--- src/rtl/chop_pkg.sv ---
package chop_pkg;

   typedef enum logic [1:0] {
      PH_PARK   = 2'd0,
      PH_CHARGE = 2'd1,
      PH_FAST   = 2'd2,
      PH_SLOW   = 2'd3
   } phase_t;

   // Gate vector order: {hi_a, lo_a, hi_b, lo_b}
   function automatic logic [3:0] gate_pattern(phase_t ph, logic pol);
      case (ph)
         PH_CHARGE: return pol ? 4'b1001 : 4'b0110;
         PH_FAST:   return pol ? 4'b0110 : 4'b1001;
         PH_SLOW:   return 4'b0101;
         default:   return 4'b0000;
      endcase
   endfunction

endpackage

--- src/rtl/chop_period_div.sv ---
module chop_period_div #(
   parameter int PERIOD_TICKS = 16
) (
   input  logic clk,
   input  logic rst_n,
   input  logic osc_tick,
   output logic period_start
);
   localparam int TW = (PERIOD_TICKS > 2) ? $clog2(PERIOD_TICKS) : 1;
   localparam logic [TW-1:0] LAST = TW'(PERIOD_TICKS - 1);
   localparam bit POW2 = ((PERIOD_TICKS & (PERIOD_TICKS - 1)) == 0);

   if (PERIOD_TICKS < 2) begin : g_bad_period
      $error("PERIOD_TICKS must be at least 2");
   end

   logic [TW-1:0] cnt;

   if (POW2) begin : g_wrap
      always_ff @(posedge clk or negedge rst_n) begin
         if (!rst_n)        cnt <= '0;
         else if (osc_tick) cnt <= cnt + 1'b1;
      end
   end else begin : g_compare
      always_ff @(posedge clk or negedge rst_n) begin
         if (!rst_n)        cnt <= '0;
         else if (osc_tick) cnt <= (cnt == LAST) ? '0 : cnt + 1'b1;
      end
   end

   assign period_start = osc_tick && (cnt == LAST);

   // the counter only moves on a reference tick
   p_count_holds_r2: assert property (@(posedge clk) disable iff (!rst_n)
      !osc_tick |=> $stable(cnt));
   p_restart_r2: assert property (@(posedge clk) disable iff (!rst_n)
      period_start |=> (cnt == '0));

endmodule

--- src/rtl/chop_blank_timer.sv ---
module chop_blank_timer #(
   parameter int PEAK_CYC  = 125,
   parameter int FLOOR_CYC = 220
) (
   input  logic clk,
   input  logic rst_n,
   input  logic arm_peak,
   input  logic arm_floor,
   output logic open
);
   localparam int LONGEST = (PEAK_CYC > FLOOR_CYC) ? PEAK_CYC : FLOOR_CYC;
   localparam int BW      = $clog2(LONGEST + 1);

   if (PEAK_CYC < 1 || FLOOR_CYC < 1) begin : g_bad_blank
      $error("blanking windows must be at least one cycle");
   end

   logic [BW-1:0] cnt;

   always_ff @(posedge clk or negedge rst_n) begin
      if (!rst_n)             cnt <= '0;
      else if (arm_peak)      cnt <= BW'(PEAK_CYC);
      else if (arm_floor)     cnt <= BW'(FLOOR_CYC);
      else if (cnt != '0)     cnt <= cnt - 1'b1;
   end

   assign open = (cnt == '0);

   p_peak_masked_r4: assert property (@(posedge clk) disable iff (!rst_n)
      arm_peak |=> !open);
   p_floor_masked_r6: assert property (@(posedge clk) disable iff (!rst_n)
      arm_floor |=> !open);

endmodule

--- src/rtl/chop_dead_gen.sv ---
module chop_dead_gen #(
   parameter int DEAD_CYC = 40
) (
   input  logic       clk,
   input  logic       rst_n,
   input  logic [3:0] target,
   output logic [3:0] gate
);
   localparam int DW = (DEAD_CYC > 1) ? $clog2(DEAD_CYC) : 1;

   if (DEAD_CYC < 1) begin : g_bad_dead
      $error("DEAD_CYC must be at least one cycle");
   end

   logic [DW-1:0] wait_q;

   always_ff @(posedge clk or negedge rst_n) begin
      if (!rst_n) begin
         gate   <= '0;
         wait_q <= '0;
      end else if ((gate & ~target) != 4'b0000) begin
         gate   <= gate & target;
         wait_q <= DW'(DEAD_CYC - 1);
      end else if (gate != target && wait_q == '0) begin
         gate   <= target;
      end else if (wait_q != '0) begin
         wait_q <= wait_q - 1'b1;
      end
   end

   // per leg: bit 2*l+1 high side, bit 2*l low side
   for (genvar l = 0; l < 2; l++) begin : g_leg
      p_leg_exclusive_r8: assert property (@(posedge clk) disable iff (!rst_n)
         !(gate[2*l+1] && gate[2*l]));
      p_high_after_gap_r8: assert property (@(posedge clk) disable iff (!rst_n)
         $rose(gate[2*l+1]) |-> !$past(gate[2*l]));
      p_low_after_gap_r8: assert property (@(posedge clk) disable iff (!rst_n)
         $rose(gate[2*l]) |-> !$past(gate[2*l+1]));
   end

endmodule

--- src/rtl/chop_mixed_decay.sv ---
module chop_mixed_decay
   import chop_pkg::*;
#(
   parameter int PERIOD_TICKS    = 16,
   parameter int BLANK_PEAK_CYC  = 125,
   parameter int BLANK_FLOOR_CYC = 220,
   parameter int DEAD_CYC        = 40
) (
   input  logic clk,
   input  logic rst_n,
   input  logic en,
   input  logic polarity,
   input  logic osc_tick,
   input  logic peak_hit,
   input  logic floor_hit,
   output logic hi_a,
   output logic lo_a,
   output logic hi_b,
   output logic lo_b
);
   phase_t     ph_q, ph_d;
   logic       period_start;
   logic       blank_open;
   logic       arm_peak, arm_floor;
   logic [3:0] target, gate;

   chop_period_div #(.PERIOD_TICKS(PERIOD_TICKS)) i_div (
      .clk(clk), .rst_n(rst_n), .osc_tick(osc_tick), .period_start(period_start));

   always_comb begin
      ph_d = ph_q;
      if (!en) begin
         ph_d = PH_PARK;
      end else begin
         unique case (ph_q)
            PH_PARK:   if (period_start)            ph_d = PH_CHARGE;
            PH_CHARGE: if (peak_hit && blank_open)  ph_d = PH_FAST;
            PH_FAST:   if (floor_hit && blank_open) ph_d = PH_SLOW;
            PH_SLOW:   if (period_start)            ph_d = PH_CHARGE;
         endcase
      end
   end

   always_ff @(posedge clk or negedge rst_n) begin
      if (!rst_n) ph_q <= PH_PARK;
      else        ph_q <= ph_d;
   end

   assign arm_peak  = (ph_d == PH_CHARGE) && (ph_q != PH_CHARGE);
   assign arm_floor = (ph_d == PH_FAST)   && (ph_q != PH_FAST);

   chop_blank_timer #(.PEAK_CYC(BLANK_PEAK_CYC), .FLOOR_CYC(BLANK_FLOOR_CYC)) i_blank (
      .clk(clk), .rst_n(rst_n), .arm_peak(arm_peak), .arm_floor(arm_floor), .open(blank_open));

   assign target = en ? gate_pattern(ph_q, polarity) : 4'b0000;

   chop_dead_gen #(.DEAD_CYC(DEAD_CYC)) i_dead (
      .clk(clk), .rst_n(rst_n), .target(target), .gate(gate));

   assign {hi_a, lo_a, hi_b, lo_b} = gate;

   p_idle_off_r1: assert property (@(posedge clk) disable iff (!rst_n)
      !en |=> (gate == 4'b0000));
   p_charge_on_boundary_r2: assert property (@(posedge clk) disable iff (!rst_n)
      (ph_q == PH_CHARGE && $past(ph_q) != PH_CHARGE) |-> $past(period_start));
   p_charge_holds_r3: assert property (@(posedge clk) disable iff (!rst_n)
      (en && ph_q == PH_CHARGE && !peak_hit) |=> (ph_q == PH_CHARGE));
   p_peak_blanked_r4: assert property (@(posedge clk) disable iff (!rst_n)
      (en && ph_q == PH_CHARGE && !blank_open) |=> (ph_q == PH_CHARGE));
   p_fast_holds_r5: assert property (@(posedge clk) disable iff (!rst_n)
      (en && ph_q == PH_FAST && !floor_hit) |=> (ph_q == PH_FAST));
   p_floor_blanked_r6: assert property (@(posedge clk) disable iff (!rst_n)
      (en && ph_q == PH_FAST && !blank_open) |=> (ph_q == PH_FAST));
   p_slow_to_boundary_r7: assert property (@(posedge clk) disable iff (!rst_n)
      (en && ph_q == PH_SLOW && !period_start) |=> (ph_q == PH_SLOW));

endmodule

--- config.mk ---
export PLATFORM = sky130hd
export DESIGN_NAME = chop_mixed_decay
export DESIGN_NICKNAME = d
export VERILOG_FILES = /design/src/rtl/chop_pkg.sv /design/src/rtl/chop_period_div.sv /design/src/rtl/chop_blank_timer.sv /design/src/rtl/chop_dead_gen.sv /design/src/rtl/chop_mixed_decay.sv
export SDC_FILE = /design/constraint.sdc
export NUM_CORES = 1
export LEC_CHECK = 0
export ABC_CLOCK_PERIOD_IN_PS = 2800
export BUFFER_PORTS_ARGS = -buffer_cell sky130_fd_sc_hd__buf_2
export CORE_UTILIZATION = 43
export CTS_CLUSTER_DIAMETER = 50
export DETAILED_ROUTE_END_ITERATION = 16
export HOLD_SLACK_MARGIN = 0.06
export PLACE_DENSITY = 0.63
export SLEW_MARGIN = 40
export SYNTH_ARGS = -nofsm -noshare
export SYNTH_HDL_FRONTEND = slang
export SYNTH_SLANG_ARGS = --single-unit
--- constraint.sdc ---
create_clock -name clk -period 2.8 [get_ports clk]
set_input_delay 0.42 -clock clk [delete_from_list [all_inputs] [get_ports clk]]
set_output_delay 0.42 -clock clk [all_outputs]
set_load 0.02 [all_outputs]
==> run_results.csv, run 1 <==
group,metric,value,unit
layout,final_cell_count_no_fill,221,
yosys,synth_top_family_by_area,"simple AND/OR/NAND/NOR gates",
sta,hold_viol_final,0,
global_route,grt_max_degree,25,
sta,fmax,388,MHz
global_route,met2_usage,29.4,%
yosys,synth_fa_ha_area_share,13.6,%
global_route,grt_use_met3,2.01,%
clock_tree,clock_sinks,24,
place,preCtsSetupSlack,0.170,ns
clock_tree,holdBufCountCts,0,
yosys,syn_area_per_cell,9.80,sq um
yosys,synth_edf_count,0,
sta,tightest_slew,0.547,ns
run,maxCapViolCount,0,
yosys,syn_nets,184,
yosys,yosysMostFrequentCell,"dfrtp_1",
worst_setup_path,r2r-end,"i_dead.gate[3]",
yosys,synth_xor_area_share,3.91,%
yosys,async_flop_share,100,%
worst_setup_path,startpoint_type,"flop",
worst_setup_path,crit_fanout,8,
pwr,power.total,1.33,mW
worst_setup_path,max_stage_delay,0.56,ns
routing,wl_per_cell,13.4,um
worst_setup_path,rr_startpoint,"ph_q[0]",
worst_setup_path,critical_path_class,"flop to flop",
clock_tree,numCtsBuffers,3,
yosys,synth.distinct_cells,39,
sta,skew,0.00481,ns
routing,ant_nets,0,
yosys,synth_mux_area_share,7.10,%
routing,vias,1190,
layout,post-route-util,50.7,%
routing,dr.pass1.iters,4,
global_route,antenna_found_initial,0,
pwr,cell_internal_pwr,0.789,mW
layout,nNetsFinal,200,
clock_tree,cts_setup_buffers,0,
pwr,combPwrFrac,42.8,%
layout,syn_to_final_growth,10.4,%
yosys,yosysTopAreaCell,"dfrtp_1",
yosys,synth_ff_type,"dfrtp_1",
place,place_congestion,0.840,
clock_tree,clock_latency,0.32,ns
global_route,grt_pass1_wl,5.24,mm
place,io_buffers,10,
clock_tree,path_clk_slew,0.14,ns
yosys,synth.top_cell.area_share,38.3,%
yosys,synth-compound-area-share,11.6,%
pwr,p_leak,0.791,nW
sta,fin_crit_sh,92.0,%
place,dp_hpwl,2.28,mm
sta,slew_headroom,63.6,%
floorplan,die_w,62.4,um
clock_tree,post_cts_resized,0,
sta,rsz0062_at_grt,"false",
floorplan,io_pins,11,
status,outcome,"finished, final reports clean",
clock_tree,htree_levels,1,
floorplan,core_area,0.00342,sq mm
worst_hold_path,hp-class,"input pin to async pin",
global_route,first_global_vias,1216,
sta,tns,0,ns
floorplan,core.rowCount,21,
yosys,syn-instance-count,160,
floorplan,initial_utilization,45.9,%
yosys,yosys_warnings,0,
layout,antennaDiodeCount,0,
pwr,pwr-share-clk,14.2,%
sta,worst_slack,0.223,ns
worst_setup_path,cp-end-kind,"flop",
layout,design_area,0.00173,sq mm
pwr,p_sw,0.539,mW
global_route,grt_usage,16.9,%
pwr,ir_worst_vdd,449,uV
global_route,grt.busiest_layer,"met2",
place,placed_cells,217,
floorplan,dieHeight,62.4,um
place,placed_area,0.00169,sq mm
routing,drc,0,
yosys,ys_top_cells_by_area,"dfrtp_1, ha_1, mux2i_1, nand2_1, inv_1",
floorplan,die-area,0.00389,sq mm
worst_setup_path,r2r_slack,0.22,ns
layout,fill_cells,333,
sta,hold_ws,0.0626,ns
yosys,seq_area_frac_synth,38.3,%
sta,finalSetupViolations,0,
routing,avgViaCountPerCell,5.38,
pwr,swShare,40.6,%
worst_setup_path,crit_chain,"inv_1 -> ha_1 -> mux2i_1 -> nor2_1 -> inv_1 -> ha_1 -> or4_1 -> buf_4 -> nor3_1 -> a21oi_1 -> o21ai_0",
pwr,power_density,767,mW/mm^2
sta,period_minus_slack,2.58,ns
worst_setup_path,worstPathArrival,2.83,ns
routing,wl,2.96,mm
worst_setup_path,worstRegToRegCells,11,
global_route,met1_usage,21.2,%
clock_tree,clk_path_buf_depth,2,
clock_tree,cts_tree,"built",
sta,finalMaxSlewViolations,0,
global_route,grt-ovfl-total,0,
worst_setup_path,crit_required,3.05,ns
layout,drive_gt1_share,13.7,%
routing,dr.first_iter.drc_count,49,
pwr,p_seq_share,43.0,%
yosys,ys_seq_elements,24,
yosys,synth-simple-area-share,22.2,%
worst_setup_path,cpMaxStageDelayCell,"or4_1",
clock_tree,cts_root_buf,"clkbuf_4",
yosys,netlist_area,0.00157,sq mm
yosys,synthTopCellsByCount,"dfrtp_1, nand2_1, ha_1",
power groups by stage:
stage          clock network [mW]  logic [mW]  registers (mW)
3_3_place_gp                    0       0.541           0.567
5_1_grt                     0.208       0.637           0.587
4_1_cts                     0.198       0.573           0.570
2_1_floorplan                   0       0.446           0.548
6_report                    0.189       0.568           0.571
3_5_place_dp                    0       0.570           0.577
metal layers:
metal  vias to the layer above  part of all wire (%)
met1                       583                    47
met4                         0                   1.1
li1                        589                     -
met2                        14                    50
met3                         4                   2.2
met5                         -                     0
worst max-delay path: cells and delay by family (launching register included):
kind / cells / cell delay (ns)
and+or+nand+nor: 3 / 0.84
DFF: 1 / 0.49
adders and majority gates: 2 / 0.46
buffers and inverters: 3 / 0.40
AOI/OAI and AO/OA: 2 / 0.19
muxes: 1 / 0.13
final cells by class:
cell class | instances | area [sq um] | share of cell area [%]
clock buffers | 4 | 36.3 | 2.10
inverters | 12 | 45.0 | 2.60
multi-input cells | 122 | 918 | 53.1
flip-flops and latches | 24 | 601 | 34.7
well taps | 46 | 57.6 | 3.33
repair buffers | 13 | 72.6 | 4.19
cells in the final DEF, fill, tap and decap left out, types with 2 or more instances in the layout:
cell type  count
clkbuf_4       3
a21oi_1        6
nand3_1        2
o31ai_1        2
nor3_1         4
dfrtp_1       24
or4_1          3
buf_2         10
xnor2_1        5
buf_4          3
o21ai_0        8
mux2i_1       10
nand2_1       20
nor2b_1        3
nor4_1         2
nand2b_1       4
nand4_1        2
ha_1          17
xor2_1         2
nor2_1         9
and2_1         2
inv_1         12
o211ai_1       2
state kept, by name (all words and copies together) (netlist names):
name and cells:
ph_q 2, i_dead.wait_q 6, i_div.cnt 4, i_dead.gate 4, i_blank.cnt 8
how the worst max path moves through the flow:
stage,startpoint,slack (ns),to
6_report,ph_q[0],0.22,i_dead.gate[3]
4_1_cts,ph_q[0],0.16,i_dead.gate[1]
2_1_floorplan,ph_q[0],0.30,i_dead.gate[0]
3_3_place_gp,ph_q[0],0.31,i_dead.gate[3]
5_1_grt,ph_q[0],0.01,i_dead.gate[3]
3_5_place_dp,ph_q[0],0.17,i_dead.gate[1]
cell families after synthesis:
kind of cell	after synthesis
xor+xnor	7
fa+ha+maj	17
compound gates	26
flops	24
buf+inv	14
mux	11
simple gates	61
No activity file was read; power rests on OpenSTA's default activity.
==> inputs of run 2 (changes only) <==
Settings changed: CELL_PAD_IN_SITES_DETAIL_PLACEMENT set to 0, CELL_PAD_IN_SITES_GLOBAL_PLACEMENT set to 2, CORE_UTILIZATION 43 to 38, PLACE_DENSITY 0.63 to 0.81, SETUP_SLACK_MARGIN set to 0.2.
==> run 2 against run 1 <==
Compared with the run above:
- sequential cell count did not move
- via count fell by 0.34%
- cell count grew 2.3%
- sequential power is 3% lower
- clock skew is 0.0028 ns lower
- die area rose by 13%
- critical path type unchanged
- largest cell class unchanged
==> run_results.csv, run 2 (synthesized netlist as in run 1, its figures left out) <==
group,metric,value,unit
layout,largest_register,"i_blank.cnt",
pwr,combPwrFrac,42.8,%
clock_tree,path_clk_slew,0.08,ns
global_route,grt-ovfl-total,0,
pwr,power_density,778,mW/mm^2
worst_setup_path,cp-endpoint,"i_dead.gate[0]",
floorplan,core.rowCount,22,
global_route,first_global_vias,1118,
layout,final_common_cell,"dfrtp_1",
clock_tree,holdBufCountCts,0,
worst_setup_path,r2r_slack,0.41,ns
floorplan,die_w,66.2,um
routing,ant_nets,0,
floorplan,core_area,0.00380,sq mm
pwr,pwr-share-clk,17.1,%
layout,layout_common_cells,"dfrtp_1, nand2_1, ha_1",
place,io_buffers,10,
worst_setup_path,r2r-end,"i_dead.gate[0]",
routing,dr.pass1.iters,4,
clock_tree,numCtsBuffers,3,
worst_setup_path,critPathBufInv,3,
worst_hold_path,hp-class,"input pin to async pin",
global_route,grt_max_degree,25,
worst_setup_path,path_delay_family,"simple AND/OR/NAND/NOR gates",
clock_tree,htree_levels,1,
clock_tree,cts_root_buf,"clkbuf_8",
worst_setup_path,critical_path_class,"flop to flop",
place,dp_hpwl,2.30,mm
pwr,p_seq_share,40.1,%
routing,dr.first_iter.drc_count,43,
run,maxCapViolCount,0,
worst_setup_path,startpoint_type,"flop",
layout,syn_to_final_growth,13.4,%
sta,finalSetupViolations,0,
pwr,power.total,1.38,mW
layout,largestRegisters,"i_blank.cnt: 8 flops, i_dead.wait_q: 6 flops",
worst_setup_path,cpMaxStageDelayCell,"or4_4",
worst_setup_path,crit_fanout,8,
global_route,grt_pass1_wl,5.10,mm
clock_tree,clk_path_buf_depth,2,
layout,nNetsFinal,203,
sta,rsz0062_at_grt,"false",
routing,drc,0,
layout,fill_cells,376,
worst_setup_path,crit_start,"ph_q[0]",
sta,fin_crit_sh,85.4,%
pwr,p_leak,0.809,nW
status,outcome,"finished, final reports clean",
floorplan,die-area,0.00439,sq mm
layout,multiInputGateArea,921,sq um
worst_setup_path,worstRegToRegCells,10,
sta,tightest_slew,0.553,ns
floorplan,dieHeight,66.2,um
worst_setup_path,crit_required,2.95,ns
pwr,swShare,38.4,%
clock_tree,clock_sinks,24,
worst_setup_path,cp_num_cells,10,
floorplan,initial_utilization,41.3,%
sta,period_minus_slack,2.39,ns
worst_setup_path,cp-end-kind,"flop",
routing,avgViaCountPerCell,5.25,
routing,wl_per_cell,13.2,um
worst_setup_path,worstPathArrival,2.54,ns
worst_setup_path,max_stage_delay,0.60,ns
floorplan,io_pins,11,
sta,fmax,418,MHz
global_route,grt_usage,15.6,%
clock_tree,cts_tree,"built",
pwr,ir_worst_vdd,436,uV
sta,tns,0,ns
routing,vias,1186,
sta,finalMaxSlewViolations,0,
layout,largest_reg_flops,8,
layout,drive_gt1_share,16.3,%
pwr,cell_internal_pwr,0.852,mW
pwr,p_sw,0.532,mW
place,place_congestion,0.772,
layout,register_area,602,sq um
routing,wl,2.97,mm
clock_tree,clock_latency,0.27,ns
global_route,antenna_found_initial,0,
sta,hold_viol_final,0,
layout,antennaDiodeCount,0,
sta,skew,0.00202,ns
worst_setup_path,crit_chain,"inv_1 -> ha_1 -> mux2i_1 -> nor2_1 -> inv_1 -> ha_1 -> or4_4 -> a21oi_1 -> buf_4 -> o21ai_0",
worst_setup_path,rr_startpoint,"ph_q[0]",
sta,slew_headroom,63.2,%
==> run 2: cell types whose count changed in the layout (fill, tap and decap cells not counted), sizes merged <==
cell  before  now
buf       13   16
==> run 2: repair_timing <==
item / in CTS / in global routing
resized for setup: 1 / 2
buffers inserted: 0 / 1
setup endpoints to repair: 1 / 4
hold endpoints to repair: 0 / 0
==> run 2: worst min-delay path by stage <==
| stage | end | depth (start not counted) | slack [ns] | start |
|---|---|---|---|---|
| after global placement | i_dead.wait_q[2] | 1 | 0.44 | rst_n |
| after global routing | i_dead.wait_q[2] | 1 | 0.15 | rst_n |
| final | i_dead.wait_q[2] | 1 | 0.13 | rst_n |
| after CTS | i_dead.wait_q[2] | 1 | 0.15 | rst_n |
| after floorplan | i_blank.cnt[0] | 0 | 0.12 | rst_n |
| after detailed placement | i_dead.wait_q[2] | 1 | 0.44 | rst_n |
==> run 2: layer usage <==
layer / global-route usage, % / part of all wire (%) / vias up
li1: - / - / 595
met4: 5.59 / 1.4 / 0
met2: 25.9 / 45 / 16
met3: 2.07 / 2.7 / 5
met5: 0 / 0 / -
met1: 20.7 / 50 / 570
==> run 2: cell type report <==
type	instances	share of cell area, %
multi-input combinational	122	51.8
sequential	24	33.8
timing repair buffer	16	5.35
tap	48	3.38
clock buffer	4	3.10
inverter	12	2.53
==> run 2: power by group through the flow <==
stage	combinational, mW	sequential, mW	clock, mW
after global placement	0.569	0.560	0
after detailed placement	0.581	0.560	0
final	0.592	0.555	0.236
after global routing	0.689	0.570	0.264
after floorplan	0.446	0.548	0
after CTS	0.583	0.555	0.241
==> run 2: stage by stage <==
stage               cells  area, sq um  hold slack (ns)  utilization [%]  worst slack [ns]
floorplan             160         1570            0.124                -             0.295
detailed placement    221         1710            0.442             45.0             0.204
CTS                   225         1770            0.148             46.5             0.303
finish                226         1780            0.132             46.8             0.410
global route          226         1780            0.150             46.8             0.198
global placement      221         1710            0.443             45.0             0.341
